[config.mk]
export PLATFORM = sky130hd
export DESIGN_NAME = svpwm_gate_gen
export DESIGN_NICKNAME = d
export VERILOG_FILES = /design/src/rtl/svpwm_pkg.sv /design/src/rtl/svpwm_carrier.sv /design/src/rtl/svpwm_threshold.sv /design/src/rtl/svpwm_dead_leg.sv /design/src/rtl/svpwm_gate_gen.sv
export SDC_FILE = /design/constraint.sdc
export NUM_CORES = 1
export LEC_CHECK = 0
export ABC_AREA = 1
export BUFFER_PORTS_ARGS = -buffer_cell sky130_fd_sc_hd__buf_2
export CAP_MARGIN = 25
export CORE_MARGIN = 10
export CORE_UTILIZATION = 55
export DETAILED_ROUTE_END_ITERATION = 8
export GPL_TIMING_DRIVEN = 0
export HOLD_SLACK_MARGIN = 0.03
export PLACE_DENSITY = 0.79
export SYNTH_ARGS = -nofsm -noshare
export SYNTH_HDL_FRONTEND = slang
export SYNTH_HIERARCHICAL = 1
export SYNTH_SLANG_ARGS = --single-unit
[constraint.sdc]
create_clock -name clk -period 10.7 [get_ports clk]
set_clock_uncertainty 0.1 [all_clocks]
set_input_delay 1.605 -clock clk [delete_from_list [all_inputs] [get_ports clk]]
set_output_delay 1.605 -clock clk [all_outputs]
set_load 0.02 [all_outputs]
[src/rtl/svpwm_pkg.sv]
// Shared types and helpers for the space-vector gate generator.
// Assumes phase index 0 = a, 1 = b, 2 = c throughout the design.
package svpwm_pkg;

    typedef logic [1:0] phase_t;

    // Per-sector order of phase turn-on within a rising half carrier.
    typedef struct packed {
        phase_t first;     // on in the one-bit vector
        phase_t second;    // added by the two-bit vector
        phase_t third;     // on only in the all-ones zero vector
        logic   lo_leads;  // 1: the lower-numbered vector is applied first
    } order_t;

    // Map a sector to its switching order from the hexagon encoding.
    function automatic order_t sector_order(input logic [2:0] sec);
        order_t o;
        case (sec)
            3'd1:    o = {2'd0, 2'd1, 2'd2, 1'b1};
            3'd2:    o = {2'd1, 2'd0, 2'd2, 1'b0};
            3'd3:    o = {2'd1, 2'd2, 2'd0, 1'b1};
            3'd4:    o = {2'd2, 2'd1, 2'd0, 1'b0};
            3'd5:    o = {2'd2, 2'd0, 2'd1, 1'b1};
            3'd6:    o = {2'd0, 2'd2, 2'd1, 1'b0};
            default: o = {2'd0, 2'd1, 2'd2, 1'b1};
        endcase
        return o;
    endfunction

    // True for the six legal sector codes.
    function automatic logic sector_ok(input logic [2:0] sec);
        return (sec != 3'd0) && (sec != 3'd7);
    endfunction

endpackage

[src/rtl/svpwm_carrier.sv]
// Symmetric up/down carrier counter.
// Counts 0..HALF_PERIOD..1 and repeats; flags the zero cycle.
// Assumes HALF_PERIOD >= 1.
module svpwm_carrier #(
    parameter  int HALF_PERIOD = 64,
    localparam int CNT_W       = $clog2(HALF_PERIOD + 1)
) (
    input  logic             clk,
    input  logic             rst_n,
    output logic [CNT_W-1:0] count,
    output logic             at_zero
);

    localparam logic [CNT_W-1:0] PEAK = CNT_W'(HALF_PERIOD);

    logic rising;

    // Step the triangle one count per cycle, turning at the peak and at zero.
    always_ff @(posedge clk) begin
        if (!rst_n) begin
            count  <= '0;
            rising <= 1'b1;
        end else if (rising) begin
            if (count >= PEAK) begin
                count  <= count - 1'b1;
                rising <= 1'b0;
            end else begin
                count  <= count + 1'b1;
            end
        end else begin
            if (count == '0) begin
                count  <= count + 1'b1;
                rising <= 1'b1;
            end else begin
                count  <= count - 1'b1;
            end
        end
    end

    // Sampling strobe for the dwell registers.
    assign at_zero = (count == '0);


    carrier_bound_chk: assert property (@(posedge clk) disable iff (!rst_n)
        count <= PEAK);


    carrier_step_chk: assert property (@(posedge clk) disable iff (!rst_n)
        1'b1 |=> ((count == $past(count) + 1'b1) || (count + 1'b1 == $past(count))));

endmodule

[src/rtl/svpwm_threshold.sv]
// Samples dwell counts and sector at the carrier zero, builds three
// sector-permuted thresholds and registers the upper-switch commands.
// Assumes dwell_lo + dwell_hi + dwell_zero equals HALF_PERIOD.
module svpwm_threshold
    import svpwm_pkg::*;
#(
    parameter  int HALF_PERIOD = 64,
    localparam int CNT_W       = $clog2(HALF_PERIOD + 1),
    localparam int THR_W       = CNT_W + 2
) (
    input  logic             clk,
    input  logic             rst_n,
    input  logic [CNT_W-1:0] count,
    input  logic             at_zero,
    input  logic [CNT_W-1:0] dwell_lo,
    input  logic [CNT_W-1:0] dwell_hi,
    input  logic [CNT_W-1:0] dwell_zero,
    input  logic [2:0]       sector,
    output logic [2:0]       cmd
);

    logic [CNT_W-1:0] lo_q, hi_q, zero_q;
    logic [2:0]       sec_q;
    logic             armed;
    order_t           ord;
    logic [THR_W-1:0] t_first, t_second, t_third;

    // Capture a new dwell set only at the carrier zero; keep the old sector on bad codes.
    always_ff @(posedge clk) begin
        if (!rst_n) begin
            lo_q   <= '0;
            hi_q   <= '0;
            zero_q <= '0;
            sec_q  <= 3'd1;
            armed  <= 1'b0;
        end else if (at_zero) begin
            lo_q   <= dwell_lo;
            hi_q   <= dwell_hi;
            zero_q <= dwell_zero;
            if (sector_ok(sector)) begin
                sec_q <= sector;
            end
            armed  <= 1'b1;
        end
    end

    // Build the three switching instants of a half carrier.
    always_comb begin
        ord      = sector_order(sec_q);
        t_first  = THR_W'(zero_q >> 1);
        t_second = t_first + (ord.lo_leads ? THR_W'(lo_q) : THR_W'(hi_q));
        t_third  = t_second + (ord.lo_leads ? THR_W'(hi_q) : THR_W'(lo_q));
    end

    for (genvar p = 0; p < 3; p++) begin : g_phase
        logic [THR_W-1:0] thr;

        // Pick this phase's instant from the sector order.
        always_comb begin
            if (ord.first == phase_t'(p))
                thr = t_first;
            else if (ord.second == phase_t'(p))
                thr = t_second;
            else
                thr = t_third;
        end

        // Register the carrier comparison as the upper-switch command.
        always_ff @(posedge clk) begin
            if (!rst_n)
                cmd[p] <= 1'b0;
            else
                cmd[p] <= armed && (THR_W'(count) >= thr);
        end
    end


    sector_latch_chk: assert property (@(posedge clk) disable iff (!rst_n)
        (sec_q != $past(sec_q)) |-> $past(at_zero));


    dwell_latch_chk: assert property (@(posedge clk) disable iff (!rst_n)
        (zero_q != $past(zero_q)) |-> $past(at_zero));


    sector_legal_chk: assert property (@(posedge clk) disable iff (!rst_n)
        sector_ok(sec_q));

endmodule

[src/rtl/svpwm_dead_leg.sv]
// One bridge leg: complementary gates with a dead band after each command change.
// A change inside a running dead band restarts it; both gates stay low meanwhile.
module svpwm_dead_leg #(
    parameter int DT_W = 8
) (
    input  logic            clk,
    input  logic            rst_n,
    input  logic            cmd,
    input  logic [DT_W-1:0] dead_cycles,
    output logic            hi,
    output logic            lo
);

    logic            applied;
    logic [DT_W-1:0] timer;

    // Track the commanded state, run the dead band, then drive one switch.
    always_ff @(posedge clk) begin
        if (!rst_n) begin
            applied <= 1'b0;
            timer   <= '0;
            hi      <= 1'b0;
            lo      <= 1'b0;
        end else if (cmd != applied) begin
            applied <= cmd;
            timer   <= dead_cycles;
            hi      <= 1'b0;
            lo      <= 1'b0;
        end else if (timer != '0) begin
            timer   <= timer - 1'b1;
            hi      <= 1'b0;
            lo      <= 1'b0;
        end else begin
            hi      <= applied;
            lo      <= ~applied;
        end
    end


    no_shoot_through_chk: assert property (@(posedge clk) disable iff (!rst_n)
        !(hi && lo));


    hi_after_gap_chk: assert property (@(posedge clk) disable iff (!rst_n)
        $rose(hi) |-> !$past(lo));


    lo_after_gap_chk: assert property (@(posedge clk) disable iff (!rst_n)
        $rose(lo) |-> !$past(hi));

endmodule

[src/rtl/svpwm_gate_gen.sv]
// Top: carrier, threshold stage and three dead-band legs, plus the
// asynchronous gate disable. Assumes static dead_cycles between changes.
module svpwm_gate_gen #(
    parameter  int HALF_PERIOD = 64,
    parameter  int DT_W        = 8,
    localparam int CNT_W       = $clog2(HALF_PERIOD + 1)
) (
    input  logic             clk,
    input  logic             rst_n,
    input  logic             force_off,
    input  logic [CNT_W-1:0] dwell_lo,
    input  logic [CNT_W-1:0] dwell_hi,
    input  logic [CNT_W-1:0] dwell_zero,
    input  logic [2:0]       sector,
    input  logic [DT_W-1:0]  dead_cycles,
    output logic [2:0]       gate_hi,
    output logic [2:0]       gate_lo
);

    logic [CNT_W-1:0] count;
    logic             at_zero;
    logic [2:0]       cmd;
    logic [2:0]       leg_hi, leg_lo;

    svpwm_carrier #(.HALF_PERIOD(HALF_PERIOD)) u_carrier (
        .clk     (clk),
        .rst_n   (rst_n),
        .count   (count),
        .at_zero (at_zero)
    );

    svpwm_threshold #(.HALF_PERIOD(HALF_PERIOD)) u_threshold (
        .clk        (clk),
        .rst_n      (rst_n),
        .count      (count),
        .at_zero    (at_zero),
        .dwell_lo   (dwell_lo),
        .dwell_hi   (dwell_hi),
        .dwell_zero (dwell_zero),
        .sector     (sector),
        .cmd        (cmd)
    );

    for (genvar p = 0; p < 3; p++) begin : g_leg
        svpwm_dead_leg #(.DT_W(DT_W)) u_leg (
            .clk         (clk),
            .rst_n       (rst_n),
            .cmd         (cmd[p]),
            .dead_cycles (dead_cycles),
            .hi          (leg_hi[p]),
            .lo          (leg_lo[p])
        );
    end

    // Combinational disable path: no clock between force_off and the gates.
    always_comb begin
        gate_hi = leg_hi & {3{~force_off}};
        gate_lo = leg_lo & {3{~force_off}};
    end


    reset_quiet_chk: assert property (@(posedge clk)
        !rst_n |=> (leg_hi == 3'b000 && leg_lo == 3'b000));

endmodule

* Word level (Yosys, flattened, before mapping) *
Cells that the tools add are included.
W data, S select, Z words.

cells by class
  $add $sub $neg = 7
  magnitude comparators = 4
  equality and inequality tests = 13
  multiplexer cells = 21
  bitwise gates (word level) = 7
  reductions and logical operators = 18

operators with widths
  kind                   count
  $mux W9                6
  $mux W8                6
  $mux W7                5
  $pmux W7 S5            1
  $ge A7 B9 Y1           3
  $reduce_bool A8 Y1     3
  $sub A8 B1 Y8 const B  3
  $add A6 B9 Y9          1
  $add A9 B9 Y9          1
  $eq A3 B3 Y1 const B   3
  $reduce_or A3 Y1       3
  $add A7 B1 Y7 const B  1
  $ge A7 B7 Y1 const B   1
  $logic_not A7 Y1       1
  $sub A7 B1 Y7 const B  1
  $and A3 B3 Y3          2
  $eq A3 B2 Y1 const B   2
  $reduce_bool A2 Y1     3
  $not A1 Y1             5
  $eq A2 B1 Y1 const B   2
  $eq A2 B2 Y1 const B   2
  $logic_and A1 B1 Y1    4
  $logic_not A2 Y1       2
  $mux W1                3
  other kinds (4)        6

storage, ports and cells
  register bits after elaboration = 69
  input bits = 35
  output and inout bits = 6
  logic and storage cells = 92

* Depth between registers and ports, before layout *
Gate-level depths: netlist of the first run.

  depth after elaboration = 9
  mapped depth = 28
  gate-level depth less buffers = 27

* Hierarchy *
The synthesis of the first run kept the hierarchy.

by module, submodules not included
  module           times used  cells each  area each (µm²)
  svpwm_threshold  1           389         2612.5
  svpwm_dead_leg   3           103         671.9
  svpwm_carrier    1           89          575.6
  svpwm_gate_gen   1           12          45.0

* Worst setup path before layout of the first run *
OpenSTA, ideal clock, no wires.

  kind = reg2reg
  start = reg u_threshold.sec_q[1]
  end = reg u_threshold.cmd[0]
  data arrival time = 4.085 ns
  path slack = 6.397 ns
  stages on the path, launching flop included = 27
  path buffers = 1
  period minus slack after synthesis = 4.303 ns
  path through = dfxtp_1 o21ai_2 clkbuf_1 nand2_1 o21ai_0 ha_1 inv_1 fa_1 o21ai_0 xnor2_1 inv_1 ha_1 nand2_1 or2_2 nand3_1 nand2_1 nand3_2 o211ai_2 o21ai_1 inv_1 ha_1 nand2_1 nor2_1 a221oi_1 nand2_1 nand2_1 a21oi_2

between the ends
  longest elaborated chain between the ends = 9
  elaborated cells on any way between the ends = 16
  classes of those cells = add/sub: 2; order compare: 1; eq/ne: 5; mux: 5; reduce/logical: 3

RTL lines
  item                                          RTL line               source
  start: declaration                            svpwm_threshold.sv:23  logic [2:0] sec_q;
  start signal: assignment                      svpwm_threshold.sv:41  sec_q <= sector;
  $eq A3 B3 Y1 or $eq A3 B2 Y1 (tied branches)  svpwm_pkg.sv:18        case (sec)
  $pmux W7 S5 *                                 svpwm_pkg.sv:18
  $mux W7                                       svpwm_threshold.sv:51  t_second = t_first + (ord.lo_leads ? THR_W'(lo_q) : THR_W'(hi_q));
  $add A6 B9 Y9                                 svpwm_threshold.sv:51
  $add A9 B9 Y9                                 svpwm_threshold.sv:52  t_third = t_second + (ord.lo_leads ? THR_W'(hi_q) : THR_W'(lo_q));
  $mux W9                                       svpwm_threshold.sv:62  else if (ord.second == phase_t'(p))
  $mux W9 *                                     svpwm_threshold.sv:60  if (ord.first == phase_t'(p))
  $ge A7 B9 Y1 *                                svpwm_threshold.sv:73  cmd[p] <= armed && (THR_W'(count) >= thr);
  $logic_and A1 B1 Y1 *                         svpwm_threshold.sv:73
  end signal: indexed assignment                svpwm_threshold.sv:73
  end: declaration                              svpwm_threshold.sv:19  output logic [2:0] cmd

Mark *: on every way between the ends. The rest lies on a longest branch, timed or not.
A chain may end at the register's enable or synchronous reset.

* Worst setup path in the final report of the first run *
Ends and elaborated chain as after synthesis.

==> results of run 1 <==
-- worst min-delay path, cell delays in order, from the launching register on --
cell and delay, ns:
sky130_fd_sc_hd__dfxtp_1 0.32, sky130_fd_sc_hd__nand2_1 0.05, sky130_fd_sc_hd__inv_1 0.03
-- routing by layer --
layer | wire length (um) | track usage (%)
met5 | 0 | 0
met4 | 326 | 7.57
met3 | 766 | 3.21
met2 | 6340 | 32.3
met1 | 5830 | 22.2
-- cells by family (layout without fill, tap and decap cells) --
| group | count (synthesis) | after routing |
|---|---|---|
| XOR/XNOR | 15 | 15 |
| AND/OR/NAND/NOR | 406 | 406 |
| adder cells (fa/ha/maj) | 46 | 46 |
| AO/OA/AOI/OAI | 144 | 144 |
| buffers and inverters | 120 | 174 |
| flip-flops | 68 | 68 |
-- metrics by stage --
step / cell area [um2] / setup WS (ns) / utilization, %
floorplan: 5250 / 6.40 / -
CTS: 5820 / 5.73 / 62.7
global placement: 5610 / 5.84 / 60.4
finish: 5820 / 5.67 / 62.7
global route: 5820 / 5.31 / 62.7
detailed placement: 5610 / 5.78 / 60.4
-- synthesized netlist by cell type, types with 6 or more instances --
cell type / count
sky130_fd_sc_hd__a21oi_1: 50
sky130_fd_sc_hd__clkbuf_1: 9
sky130_fd_sc_hd__dfxtp_1: 68
sky130_fd_sc_hd__ha_1: 44
sky130_fd_sc_hd__inv_1: 90
sky130_fd_sc_hd__inv_2: 9
sky130_fd_sc_hd__nand2_1: 165
sky130_fd_sc_hd__nand3_1: 59
sky130_fd_sc_hd__nand4_1: 15
sky130_fd_sc_hd__nor2_1: 118
sky130_fd_sc_hd__nor2_2: 7
sky130_fd_sc_hd__nor2_4: 6
sky130_fd_sc_hd__o21ai_0: 58
sky130_fd_sc_hd__o21ai_1: 8
sky130_fd_sc_hd__or2_2: 11
sky130_fd_sc_hd__xnor2_1: 8
sky130_fd_sc_hd__xor2_1: 7
-- worst min-delay path by stage --
stage                                    from                                   to  slack [ns]  cells past startpoint
2_1_floorplan  u_threshold/armed$_SDFFE_PN0P_       u_threshold/armed$_SDFFE_PN0P_        0.32                      2
3_3_place_gp    u_threshold/cmd[2]$_SDFF_PN0_  g_leg[2].u_leg/applied$_SDFFE_PN0N_        0.33                      2
3_5_place_dp    u_threshold/cmd[1]$_SDFF_PN0_  g_leg[1].u_leg/applied$_SDFFE_PN0N_        0.33                      2
4_1_cts         u_threshold/cmd[1]$_SDFF_PN0_  g_leg[1].u_leg/applied$_SDFFE_PN0N_        0.33                      2
5_1_grt         u_threshold/cmd[1]$_SDFF_PN0_  g_leg[1].u_leg/applied$_SDFFE_PN0N_        0.37                      2
6_report        u_threshold/cmd[1]$_SDFF_PN0_  g_leg[1].u_leg/applied$_SDFFE_PN0N_        0.33                      2
-- area by class of cell --
type / instances / area, um2
Clock buffer: 9 / 124
Multi-Input combinational cell: 611 / 3380
Inverter: 102 / 389
Tap cell: 129 / 161
Timing Repair Buffer: 39 / 195
Buffer: 18 / 118
Fill cell: 861 / 3470
Clock inverter: 6 / 88.8
Sequential cell: 68 / 1360
-- state kept, by name, summed over array words and instances, names as in the netlist, 6 cells and up --
name and cells:
u_carrier/count 7, u_threshold/zero_q 6, u_threshold/hi_q 7, g_leg.u_leg/timer 24, u_threshold/lo_q 7
-- report_power, final --
| group | switching (mW) | internal (mW) | total, mW |
|---|---|---|---|
| logic | 0.519 | 0.315 | 0.834 |
| registers | 0.0528 | 0.315 | 0.367 |
| clock network | 0.103 | 0.130 | 0.233 |
| total | 0.675 | 0.760 | 1.43 |
==> reports/results.env, run 1 <==
GRT_PASS1_VIAS=5081
CRITICAL-PATH-TOP-DELAY-FAMILY='compound AO/OA/AOI/OAI gates'
CRITPATHMAXSTAGEDELAY_NS=0.42
FMAXACHIEVABLE_MHz=199
CLOCK_SINKS=68
GRT-OVFL-TOTAL=0
POSTCTSRESIZEDCELLS=0
NETLIST_AREA_UM2=5250
SYNTH.AREA.MUX_SHARE_PCT=0
UNREPAIRED_SETUP_ENDPOINTS_AFTER_GLOBAL_ROUTING='false'
CTSHOLDBUFFERS=0
POST_DRT_WL_PER_CELL_UM=13.5
SYNTH_EDF_COUNT=0
LAYOUT.CELLS.MOST_COMMON='sky130_fd_sc_hd__nand2_1'
TIMING.RR.END='u_threshold/cmd[0]$_SDFF_PN0_'
DRT_PASS1_ITERATIONS=5
ANTENNA-DIODE-COUNT=0
FINALSETUPVIOLATIONS=0
WORST_PATH_MAX_DELAY_CELL='sky130_fd_sc_hd__o21ai_2'
SYNTH-MAIN-FF-CELL='sky130_fd_sc_hd__dfxtp_1'
RR_STARTPOINT='u_threshold/sec_q[1]$_SDFFE_PN0P_'
CRIT_BUF_INV=4
SYNTH_TOP_FAMILY_BY_AREA='simple AND/OR/NAND/NOR gates'
TIMING.REG2REG.SETUP_SLACK_NS=5.67
TIMING.FINAL.MAX_SLEW_VIOLATIONS=0
YOSYS.CELL_TYPES.COUNT=47
CRIT_PATH_END='u_threshold/cmd[0]$_SDFF_PN0_'
TIMING.CRITICAL_PATH.FROM_TYPE='flop'
POWER_DENSITY_OVER_THE_CELLS_nW_PER_UM2=247
LAYOUT_MIN_CYCLE_TIME_NS=5.03
FP-ROW-COUNT=35
AVERAGE_CELL_AREA_AFTER_SYNTHESIS_UM2=6.57
FINALWEIGHTEDCONGESTION=0.903
POSTSYNTHNETCOUNT=880
CRIT_TYPE='reg2reg'
YOSYS.AREA_SHARE.XOR_XNOR_PCT=2.50
RUN_STATUS='complete, no violations'
CTS_INSERTED_BUFFERS=9
FIN_TNS_SETUP_NS=0
SYNTH-SEQ-AREA-SHARE_PCT=25.9
TIMING.CRITICAL_PATH.MODE_CELL='sky130_fd_sc_hd__nand2_1'
GLOBAL_ROUTE.USAGE.TOTAL_PCT=18.6
ANTENNA_VIOLATIONS_BEFORE_REPAIR=0
DIEAREA_UM2=13900
PIN_COUNT_OF_THE_BIGGEST_NET_ENTERING_GLOBAL_ROUTING=19
SYNTH-ADDER-AREA-SHARE_PCT=11.3
CLK_PIN_SLEW_WORST_PATHS_NS=0.08
REPORT.FINAL.HOLD_VIOL_COUNT=0
INITIAL_CORE_UTIL_PCT=56.5
CRIT_PATH_START='u_threshold/sec_q[1]$_SDFFE_PN0P_'
DETAIL-ROUTE-ANTENNA-NETS=0
SYN_INST=799
TRITONCTS='done'
HIGHEST_COUNT_CELLS_IN_THE_LAYOUT_IGNORING_FILL_AND_TAPS='sky130_fd_sc_hd__nand2_1, sky130_fd_sc_hd__nor2_1, sky130_fd_sc_hd__inv_1, sky130_fd_sc_hd__dfxtp_1, sky130_fd_sc_hd__nand3_1'
TOTAL_POWER_mW=1.43
CRITICAL_PATH_DEPTH=26
COUNT_OF_STATE_ELEMENTS_AFTER_SYNTHESIS=68
GRT_PASS1_WL_MM=22.4
VDD_DROP_MAX_mV=0.102
SYNTH.TOP_CELLS.BY_AREA='sky130_fd_sc_hd__dfxtp_1, sky130_fd_sc_hd__nand2_1, sky130_fd_sc_hd__ha_1'
CP.REQUIRED_NS=10.83
AREA_GROWTH_PCT=10.8
LAYOUT.NETS=930
END_KIND='flop'
TIMING.MAX_CAP.VIOLATIONS=0
FINISH.CELL_COUNT_WITHOUT_FILLERS=982
YOSYS.AREA.TOP_TYPE='sky130_fd_sc_hd__dfxtp_1'
NUMBER_OF_POST_CTS_SETUP_REPAIR_BUFFERS=0
WHS_NS=0.334
DIE_WIDTH_UM=118
POST-DP-HPWL_MM=10.5
TIGHTESTPINTRANSITION_NS=0.483
CHIPHEIGHT_UM=118
NUMBER_OF_BUFFERS_INSERTED_BY_PORT_BUFFERING=39
PIN_COUNT=41
NETLIST.AREA_LEADER.SHARE_PCT=25.9
VIAS_PER_CELL=5.45
DRC=0
SYNTH-COMPOUND-AREA-SHARE_PCT=15.5
KIND_OF_PATH_BEHIND_THE_TIGHTEST_HOLD_CHECK='reg2reg'
LEAKAGEPOWER_nW=2.85
CTSROOTBUFFERMASTER='sky130_fd_sc_hd__clkbuf_8'
CRITPATHARRIVALTIME_NS=5.16
POSTROUTEWIRELENGTH_MM=13.3
CP_MAX_FO=10
RELSLEWSLACK_PCT=67.8
VIAS=5356
DETAILEDROUTE.FIRSTITERATIONVIOLATIONS=522
REG2REGPATHDEPTH=26
DESIGN.CORE.AREA_UM2=9280
SYNTH.YOSYS.WARNINGS=6
HTREE_NUM_LEVELS=3
LAYOUT_CELL_SHARE_WITH_DRIVE_STRENGTH_BEYOND_1_PCT=14.1
ASYNC_RESET_FF_SHARE_PCT=0
DPL.CELL_COUNT=967
YOSYS.AREA_SHARE.SIMPLE_PCT=35.1
CTS_BUFFER_DEPTH=2
WORST_SKEW_PAIR.LATE_LATENCY_NS=0.35
PERIOD_SHARE_PCT=47.0
Power figures use the tool's default switching activity.
==> run 2: changes to the inputs <==
ABC_AREA = 0   (was 1)
PLACE_DENSITY = 0.82   (was 0.79)
clock period = 4.15 ns   (was 10.7 ns; I/O delays follow)
==> reports/results.env, run 2 <==
SYNTH.YOSYS.WARNINGS=6  # unchanged
PIN_COUNT=41  # unchanged
MULTI_INPUT_AREA_UM2=4100  # +21%
CTS_BUFFER_DEPTH=2  # unchanged
WHS_NS=0.358  # +0.0242 ns
RELSLEWSLACK_PCT=28.5  # -39 points
POSTROUTEWIRELENGTH_MM=16.4  # +23%
CLOCKPOWERSHARE_PCT=17.2  # +0.9 points
WORST_SKEW_PAIR.LATE_LATENCY_NS=0.35  # about the same
HTREE_NUM_LEVELS=3  # unchanged
SYNTHTOPCELLSBYCOUNT='sky130_fd_sc_hd__dfxtp_1, sky130_fd_sc_hd__nand2_1, sky130_fd_sc_hd__nor2_1'
ASYNC_RESET_FF_SHARE_PCT=0  # unchanged
POSTSYNTHNETCOUNT=701  # -20%
CELL_INTERNAL_PWR_mW=2.02  # +170%
FMAXACHIEVABLE_MHz=223  # +12%
GRT_PASS1_VIAS=5036  # -0.89%
CLOCK_SINKS=68  # unchanged
DETAILEDROUTE.FIRSTITERATIONVIOLATIONS=843  # +61%
PERIOD_SHARE_PCT=108  # +61 points
AVERAGE_CELL_AREA_AFTER_SYNTHESIS_UM2=8.48  # +29%
YOSYS.AREA.TOP_TYPE='sky130_fd_sc_hd__dfxtp_1'
CRIT_BUF_INV=3  # -1
GLOBAL_ROUTE.USAGE.TOTAL_PCT=21.1  # +2.5 points
TIMING.CRITICAL_PATH.CELLS='o21bai_4 > buf_8 > mux2_2 > ha_4 > o211ai_1 > a21oi_4 > a211oi_4 > xor2_2 > inv_2 > ha_4 > inv_2 > or4b_4 > o311a_4 > a21oi_2 > nor2_1 > ha_1 > a21o_1 > a31oi_2 > nor3_2'
FILLERS=684  # -21%
VIAS=5338  # -0.34%
SEQ_AREA_UM2=1370  # +0.64%
PIN_COUNT_OF_THE_BIGGEST_NET_ENTERING_GLOBAL_ROUTING=18  # -1
LAYOUT_MIN_CYCLE_TIME_NS=4.48  # -0.549 ns
HIGHEST_COUNT_CELLS_IN_THE_LAYOUT_IGNORING_FILL_AND_TAPS='sky130_fd_sc_hd__dfxtp_1, sky130_fd_sc_hd__nand2_1, sky130_fd_sc_hd__nor2_1, sky130_fd_sc_hd__buf_2, sky130_fd_sc_hd__buf_4'
END_KIND='flop'
LAYOUT.CELLS.MOST_COMMON='sky130_fd_sc_hd__dfxtp_1'
NETLIST.AREA_LEADER.SHARE_PCT=25.9  # -0.056 points
CLK_PIN_SLEW_WORST_PATHS_NS=0.08  # about the same
AREA_GROWTH_PCT=25.9
NETLIST_AREA_UM2=5260  # +0.21%
CTS_INSERTED_BUFFERS=9  # unchanged
TIMING.CRITICAL_PATH.FROM_TYPE='flop'
PRECTSSETUPSLACK_NS=-0.772  # -6.56 ns
CHIPHEIGHT_UM=118  # about the same
POST-DP-HPWL_MM=10.8  # +2.8%
VIOLATIONS_IN_THE_FINAL_REPORTS='setup timing'
REG2REGPATHDEPTH=19  # -27%
TIMING.MAX_CAP.VIOLATIONS=0  # unchanged
COUNT_OF_STATE_ELEMENTS_AFTER_SYNTHESIS=68  # unchanged
DPL.CELL_COUNT=788  # -19%
LAYOUT_CELL_SHARE_WITH_DRIVE_STRENGTH_BEYOND_1_PCT=30.3  # +16 points
LARGEST-REGISTER='g_leg.u_leg/timer'
REPORT.FINAL.HOLD_VIOL_COUNT=0  # unchanged
RUN_STATUS='complete, but fails checks'
NUMBER_OF_BUFFERS_INSERTED_BY_PORT_BUFFERING=39  # unchanged
CRITPATHARRIVALTIME_NS=4.60  # -0.56 ns
LEAKAGEPOWER_nW=2.69  # -5.8%
KIND_OF_PATH_BEHIND_THE_TIGHTEST_HOLD_CHECK='reg2reg'
VDD_DROP_MAX_mV=0.242  # +140%
CTSHOLDBUFFERS=0  # unchanged
LAYOUT.NETS=783  # -16%
FINALWEIGHTEDCONGESTION=0.922  # +2.0%
SYNTH-SEQ-AREA-SHARE_PCT=25.9  # -0.056 points
DRC=0  # unchanged
FP-ROW-COUNT=35  # unchanged
CRITPATHMAXSTAGEDELAY_NS=0.51  # +0.09 ns
NUMBER_OF_FLIP_FLOPS_IN_THE_LARGEST_REGISTER=24  # unchanged
DRT_PASS1_ITERATIONS=7  # +2
FIN_TNS_SETUP_NS=-0.912  # -0.912 ns
UNREPAIRED_SETUP_ENDPOINTS_AFTER_GLOBAL_ROUTING='true'
P_SEQ_SHARE_PCT=27.5  # +1.9 points
TRITONCTS='done'
SYNTH-MAIN-FF-CELL='sky130_fd_sc_hd__dfxtp_1'
CP.REQUIRED_NS=4.27  # -6.56 ns
FINISH.CELL_COUNT_WITHOUT_FILLERS=836  # -15%
WORST_PATH_MAX_DELAY_CELL='sky130_fd_sc_hd__or4b_4'
CP_MAX_FO=6  # -4
SYNTH_EDF_COUNT=0  # unchanged
POWER_SWITCHING_mW=1.38  # +100%
TIMING.FINAL.MAX_SLEW_VIOLATIONS=0  # unchanged
TIMING.REG2REG.SETUP_SLACK_NS=-0.33  # -6.00 ns
FINALSETUPVIOLATIONS=3  # +3
CRITICAL_PATH_DEPTH=19  # -27%
POWER_DENSITY_OVER_THE_CELLS_nW_PER_UM2=513  # +110%
VIAS_PER_CELL=6.39  # +17%
YOSYS.CELL_TYPES.COUNT=66  # +40%
FINAL.SETUP.WORST_SLACK_NS=-0.333  # -6.00 ns
HOLD_PATH_DEPTH=2  # unchanged
INITIAL_CORE_UTIL_PCT=56.7  # +0.12 points
ANTENNA-DIODE-COUNT=0  # unchanged
POWER_FRAC_COMB_PCT=55.3  # -2.8 points
DESIGN.CORE.AREA_UM2=9280  # unchanged
DETAIL-ROUTE-ANTENNA-NETS=0  # unchanged
FIN_UTIL_PCT=71.3  # +8.7 points
SYNTH_MOST_COMMON_CELL='sky130_fd_sc_hd__dfxtp_1'
CRIT_TYPE='reg2reg'
ANTENNA_VIOLATIONS_BEFORE_REPAIR=0  # unchanged
DIEAREA_UM2=13900  # +0.18%
CRITICAL-PATH-TOP-DELAY-FAMILY='compound AO/OA/AOI/OAI gates'
SYN_INST=620  # -22%
SYNTH.TOP_CELLS.BY_AREA='sky130_fd_sc_hd__dfxtp_1, sky130_fd_sc_hd__ha_1, sky130_fd_sc_hd__mux2i_1'
TIGHTESTPINTRANSITION_NS=1.06  # +0.572 ns
GRT_PASS1_WL_MM=24.6  # +9.9%
GRT-OVFL-TOTAL=0  # unchanged
POWER.SHARE.SWITCHING_PCT=40.7  # -6.4 points
POST_DRT_WL_PER_CELL_UM=19.6  # +45%
CTSROOTBUFFERMASTER='sky130_fd_sc_hd__clkbuf_8'
DIE_WIDTH_UM=118  # about the same
-- run 2: changes by cell type in the layout (fill, tap and decap cells not counted), moves of 15 or more --
| cell | before | now |
|---|---|---|
| sky130_fd_sc_hd__buf_4 | 3 | 33 |
| sky130_fd_sc_hd__nor2b_1 | 0 | 27 |
| sky130_fd_sc_hd__inv_1 | 90 | 18 |
| sky130_fd_sc_hd__a211oi_1 | 2 | 17 |
| sky130_fd_sc_hd__nand3_1 | 59 | 9 |
| sky130_fd_sc_hd__mux2i_1 | 0 | 29 |
| sky130_fd_sc_hd__a21oi_1 | 50 | 21 |
| sky130_fd_sc_hd__nand2_1 | 165 | 56 |
| sky130_fd_sc_hd__o21ai_0 | 58 | 20 |
| sky130_fd_sc_hd__nor2_1 | 118 | 52 |
-- run 2: power by group through the flow --
stage / registers, mW / logic (mW) / clock network, mW
after detailed placement: 0.942 / 1.55 / 0
after global placement: 0.929 / 1.49 / 0
final: 0.936 / 1.88 / 0.585
after global routing: 0.956 / 2.02 / 0.622
after floorplan: 0.906 / 1.26 / 0
after CTS: 0.934 / 1.69 / 0.593
-- run 2: metrics by stage --
stage | instance area, um2 | power, mW
2_1_floorplan | 5460 | 2.17
3_3_place_gp | 5810 | 2.41
3_5_place_dp | 5810 | 2.49
4_1_cts | 6360 | 3.22
5_1_grt | 6620 | 3.60
6_report | 6620 | 3.40
-- run 2: final timing paths --
kind / from / to
max: u_threshold/sec_q[2]$_SDFFE_PN0P_ / u_threshold/cmd[1]$_SDFF_PN0_
min: g_leg[2].u_leg/applied$_SDFFE_PN0N_ / g_leg[2].u_leg/hi$_SDFF_PP0_
max reg2reg: u_threshold/sec_q[2]$_SDFFE_PN0P_ / u_threshold/cmd[1]$_SDFF_PN0_
min reg2reg: g_leg[2].u_leg/applied$_SDFFE_PN0N_ / g_leg[2].u_leg/hi$_SDFF_PP0_
-- run 2: cell type report --
type | count | share of cell area (%)
Buffer | 31 | 3.17
Timing Repair Buffer | 74 | 7.12
Tap cell | 129 | 2.44
Sequential cell | 68 | 20.7
Clock buffer | 11 | 2.29
Multi-Input combinational cell | 493 | 62.0
Clock inverter | 5 | 0.907
Inverter | 25 | 1.42
-- run 2: repair_timing --
item | CTS | global route
pin swaps | 24 | 39
endpoints found under the setup margin | 3 | 3
buffers inserted | 20 | 15
gates resized for setup | 40 | 25
-- run 2: routing by layer --
layer	track usage, %	part of all wire (%)	routed length (um)	vias to the layer above
met5	0	0	0	-
met4	10.1	6.8	1120	0
met3	3.36	6.8	1120	128
met2	37.2	48	7890	322
met1	24.3	38	6230	2466
li1	-	-	-	2422
-- run 2: worst register-to-register path, cell delays in order (launching register included) --
cell	delay, ns
sky130_fd_sc_hd__dfxtp_4	0.37
sky130_fd_sc_hd__o21bai_4	0.22
sky130_fd_sc_hd__buf_8	0.16
sky130_fd_sc_hd__mux2_2	0.37
sky130_fd_sc_hd__ha_4	0.26
sky130_fd_sc_hd__o211ai_1	0.33
sky130_fd_sc_hd__a21oi_4	0.08
sky130_fd_sc_hd__a211oi_4	0.23
sky130_fd_sc_hd__xor2_2	0.19
sky130_fd_sc_hd__inv_2	0.06
sky130_fd_sc_hd__ha_4	0.29
sky130_fd_sc_hd__inv_2	0.06
sky130_fd_sc_hd__or4b_4	0.51
sky130_fd_sc_hd__o311a_4	0.18
sky130_fd_sc_hd__a21oi_2	0.13
sky130_fd_sc_hd__nor2_1	0.07
sky130_fd_sc_hd__ha_1	0.30
sky130_fd_sc_hd__a21o_1	0.20
sky130_fd_sc_hd__a31oi_2	0.18
sky130_fd_sc_hd__nor3_2	0.07
-- run 2: cell families (layout without fill, tap and decap cells) --
family                   after synthesis  in the layout  synth area share (%)
AO/OA/AOI/OAI                        156            156                  22.3
XOR/XNOR                              30             30                  5.00
adder cells (fa/ha/maj)               46             46                  11.2
buffers and inverters                 59            146                  5.85
flip-flops                            68             68                  25.9
multiplexers                          45             45                  8.94
AND/OR/NAND/NOR                      216            216                  20.8
==> run 3: changes to the inputs <==
SETUP_SLACK_MARGIN = 0.2   (was default)
==> reports/results.env, run 3 (synthesis results as in run 2) <==
GLOBAL_ROUTE.USAGE.TOTAL_PCT=21.2  # about the same
ANTENNA_VIOLATIONS_BEFORE_REPAIR=0  # unchanged
VIOLATIONS_IN_THE_FINAL_REPORTS='setup timing'
FINALSETUPVIOLATIONS=3  # unchanged
WORST_HOLD_STARTPOINT='g_leg[2].u_leg/applied$_SDFFE_PN0N_'
DRT_PASS1_ITERATIONS=5  # -2
DRC=0  # unchanged
INITIAL_CORE_UTIL_PCT=56.7  # unchanged
HOLD_PATH_DEPTH=2  # unchanged
POST_DRT_WL_PER_CELL_UM=18.9  # -3.3%
LARGEST-REGISTER='g_leg.u_leg/timer'
PIN_COUNT_OF_THE_BIGGEST_NET_ENTERING_GLOBAL_ROUTING=18  # unchanged
LAYOUT_CELL_SHARE_WITH_DRIVE_STRENGTH_BEYOND_1_PCT=29.9  # -0.37 points
AREA_GROWTH_PCT=26.0  # about the same
POWER_DENSITY_OVER_THE_CELLS_nW_PER_UM2=511  # -0.56%
TIMING.MAX_CAP.VIOLATIONS=0  # unchanged
REG2REGPATHDEPTH=21  # +2
CLK_PIN_SLEW_WORST_PATHS_NS=0.08  # about the same
REPORT.FINAL.HOLD_VIOL_COUNT=0  # unchanged
FMAXACHIEVABLE_MHz=221  # -0.83%
POSTPLACECELLAREA_UM2=5810  # unchanged
LAYOUT.CELLS.MOST_COMMON='sky130_fd_sc_hd__dfxtp_1'
NUMBER_OF_BUFFERS_INSERTED_BY_PORT_BUFFERING=39  # unchanged
POST-DP-HPWL_MM=10.8  # unchanged
LAYOUT.NETS=785  # +0.26%
VDD_DROP_MAX_mV=0.237  # -1.7%
TIMING.REG2REG.SETUP_SLACK_NS=-0.37  # -0.04 ns
FINAL_AREA_UM2=6630  # about the same
CTSROOTBUFFERMASTER='sky130_fd_sc_hd__clkbuf_8'
DETAILEDROUTE.FIRSTITERATIONVIOLATIONS=685  # -19%
GRT-OVFL-TOTAL=0  # unchanged
HTREE_NUM_LEVELS=3  # unchanged
TIMING.FINAL.MAX_SLEW_VIOLATIONS=0  # unchanged
DETAIL-ROUTE-ANTENNA-NETS=0  # unchanged
FIN_UTIL_PCT=71.4  # about the same
ANTENNA-DIODE-COUNT=0  # unchanged
CLOCK_SINKS=68  # unchanged
RUN_STATUS='complete, but fails checks'
DPL.CELL_COUNT=788  # unchanged
TIMING.RR.END='u_threshold/cmd[2]$_SDFF_PN0_'
HOLD_END='g_leg[2].u_leg/hi$_SDFF_PP0_'
FILLERS=691  # +1.0%
LEAKAGEPOWER_nW=2.70  # +0.52%
DIE_WIDTH_UM=118  # unchanged
TRITONCTS='done'
CHIPHEIGHT_UM=118  # unchanged
VIAS_PER_CELL=6.29  # -1.4%
RR_STARTPOINT='u_threshold/sec_q[2]$_SDFFE_PN0P_'
CTS_INSERTED_BUFFERS=9  # unchanged
CTS_BUFFER_DEPTH=2  # unchanged
PERIOD_SHARE_PCT=109  # +0.90 points
LAYOUT_MIN_CYCLE_TIME_NS=4.52  # +0.0375 ns
GRT_PASS1_WL_MM=24.7  # +0.37%
CRITPATHARRIVALTIME_NS=4.68  # +0.08 ns
FINAL.SETUP.WORST_SLACK_NS=-0.371  # -0.0375 ns
GRT_PASS1_VIAS=5059  # +0.46%
KIND_OF_PATH_BEHIND_THE_TIGHTEST_HOLD_CHECK='reg2reg'
FINALWEIGHTEDCONGESTION=0.922  # unchanged
HIGHEST_COUNT_CELLS_IN_THE_LAYOUT_IGNORING_FILL_AND_TAPS='sky130_fd_sc_hd__dfxtp_1, sky130_fd_sc_hd__nand2_1, sky130_fd_sc_hd__nor2_1, sky130_fd_sc_hd__buf_2, sky130_fd_sc_hd__buf_4'
CP_MAX_FO=6  # unchanged
DESIGN.CORE.AREA_UM2=9280  # unchanged
POSTROUTEWIRELENGTH_MM=15.9  # -3.0%
FP-ROW-COUNT=35  # unchanged
DIEAREA_UM2=13900  # unchanged
PIN_COUNT=41  # unchanged
VIAS=5274  # -1.2%
FINISH.CELL_COUNT_WITHOUT_FILLERS=838  # +0.24%
NUMBER_OF_FLIP_FLOPS_IN_THE_LARGEST_REGISTER=24  # unchanged
TIMING.CRITICAL_PATH.FROM_TYPE='flop'
RELSLEWSLACK_PCT=27.2  # -1.3 points
END_KIND='flop'
TIGHTESTPINTRANSITION_NS=1.08  # +0.0196 ns
UNREPAIRED_SETUP_ENDPOINTS_AFTER_GLOBAL_ROUTING='true'
WORST_SKEW_PAIR.LATE_LATENCY_NS=0.35  # about the same
CRIT_TYPE='reg2reg'
CP.REQUIRED_NS=4.31  # +0.04 ns
==> run 3: changes by cell type in the layout (fill, tap and decap cells not counted), moves of 2 or more <==
cell                       previous run  this run
sky130_fd_sc_hd__a211oi_1            17        19
sky130_fd_sc_hd__a211oi_2             8         6
sky130_fd_sc_hd__buf_6                7        10
sky130_fd_sc_hd__dfxtp_4              2         0
==> run 3: where the power goes <==
part,switching (mW),leakage [nW],internal (mW)
Sequential,0.132,0.559,0.801
Clock,0.276,0.0938,0.310
Combinational,0.961,2.05,0.903
Total,1.37,2.70,2.01
==> run 3: cell type report <==
class / count / area (um2) / area share [%]
flip-flops and latches: 68 / 1360 / 20.6
clock inverters: 5 / 60.1 / 0.906
clock buffers: 11 / 151 / 2.28
plain buffers: 34 / 244 / 3.68
repair buffers: 73 / 464 / 7.00
multi-input cells: 493 / 4090 / 61.7
well taps: 129 / 161 / 2.43
inverters: 25 / 93.8 / 1.42
==> run 3: metrics by stage <==
step / power [mW] / hold slack, ns / TNS (ns) / worst slack [ns]
final: 3.38 / 0.357 / -1.00 / -0.371
after CTS: 3.23 / 0.359 / -0.519 / -0.176
after floorplan: 2.17 / 0.320 / -0.149 / -0.108
after global placement: 2.41 / 0.332 / -1.57 / -0.648
after global routing: 3.59 / 0.380 / -1.27 / -0.458
after detailed placement: 2.49 / 0.347 / -1.93 / -0.772
==> run 3: repair_timing <==
| action | CTS | global route |
|---|---|---|
| hold buffers | 0 | 0 |
| endpoints found under the setup margin | 3 | 3 |
| setup buffers | 22 | 12 |
| gates resized for setup | 40 | 21 |
| pin swaps | 24 | 25 |
| cloned | 0 | 0 |
==> run 3: worst max-delay path: stages, from the launching register on <==
cell,delay (ns)
sky130_fd_sc_hd__dfxtp_2,0.32
sky130_fd_sc_hd__buf_6,0.12
sky130_fd_sc_hd__o21bai_4,0.20
sky130_fd_sc_hd__buf_8,0.16
sky130_fd_sc_hd__mux2_4,0.31
sky130_fd_sc_hd__ha_4,0.16
sky130_fd_sc_hd__inv_2,0.05
sky130_fd_sc_hd__fa_2,0.45
sky130_fd_sc_hd__inv_2,0.13
sky130_fd_sc_hd__ha_1,0.24
sky130_fd_sc_hd__a21o_1,0.25
sky130_fd_sc_hd__a21oi_2,0.21
sky130_fd_sc_hd__xnor2_2,0.20
sky130_fd_sc_hd__buf_4,0.17
sky130_fd_sc_hd__nand2_1,0.07
sky130_fd_sc_hd__a21oi_1,0.25
sky130_fd_sc_hd__a221oi_1,0.12
sky130_fd_sc_hd__ha_1,0.34
sky130_fd_sc_hd__o2111ai_2,0.13
sky130_fd_sc_hd__a21oi_2,0.17
sky130_fd_sc_hd__a211oi_2,0.05
sky130_fd_sc_hd__a211oi_2,0.20
==> run 3: layer usage <==
| layer | GRT usage [%] | share of wire, % | vias to the layer above |
|---|---|---|---|
| met2 | 37.9 | 50 | 295 |
| met1 | 24.2 | 39 | 2470 |
| met5 | 0 | 0 | - |
| li1 | - | - | 2424 |
| met3 | 3.65 | 6.4 | 85 |
| met4 | 8.66 | 4.6 | 0 |
==> run 3: how the worst max path moves through the flow <==
stage                     cells after the start  slack, ns                         startpoint                            end
after detailed placement                     22      -0.77  u_threshold/sec_q[2]$_SDFFE_PN0P_  u_threshold/cmd[2]$_SDFF_PN0_
after floorplan                              23      -0.11  u_threshold/sec_q[2]$_SDFFE_PN0P_  u_threshold/cmd[2]$_SDFF_PN0_
after global placement                       22      -0.65  u_threshold/sec_q[2]$_SDFFE_PN0P_  u_threshold/cmd[2]$_SDFF_PN0_
final                                        21      -0.37  u_threshold/sec_q[2]$_SDFFE_PN0P_  u_threshold/cmd[2]$_SDFF_PN0_
after CTS                                    23      -0.18  u_threshold/sec_q[1]$_SDFFE_PN0P_  u_threshold/cmd[2]$_SDFF_PN0_
after global routing                         21      -0.46  u_threshold/sec_q[2]$_SDFFE_PN0P_  u_threshold/cmd[2]$_SDFF_PN0_
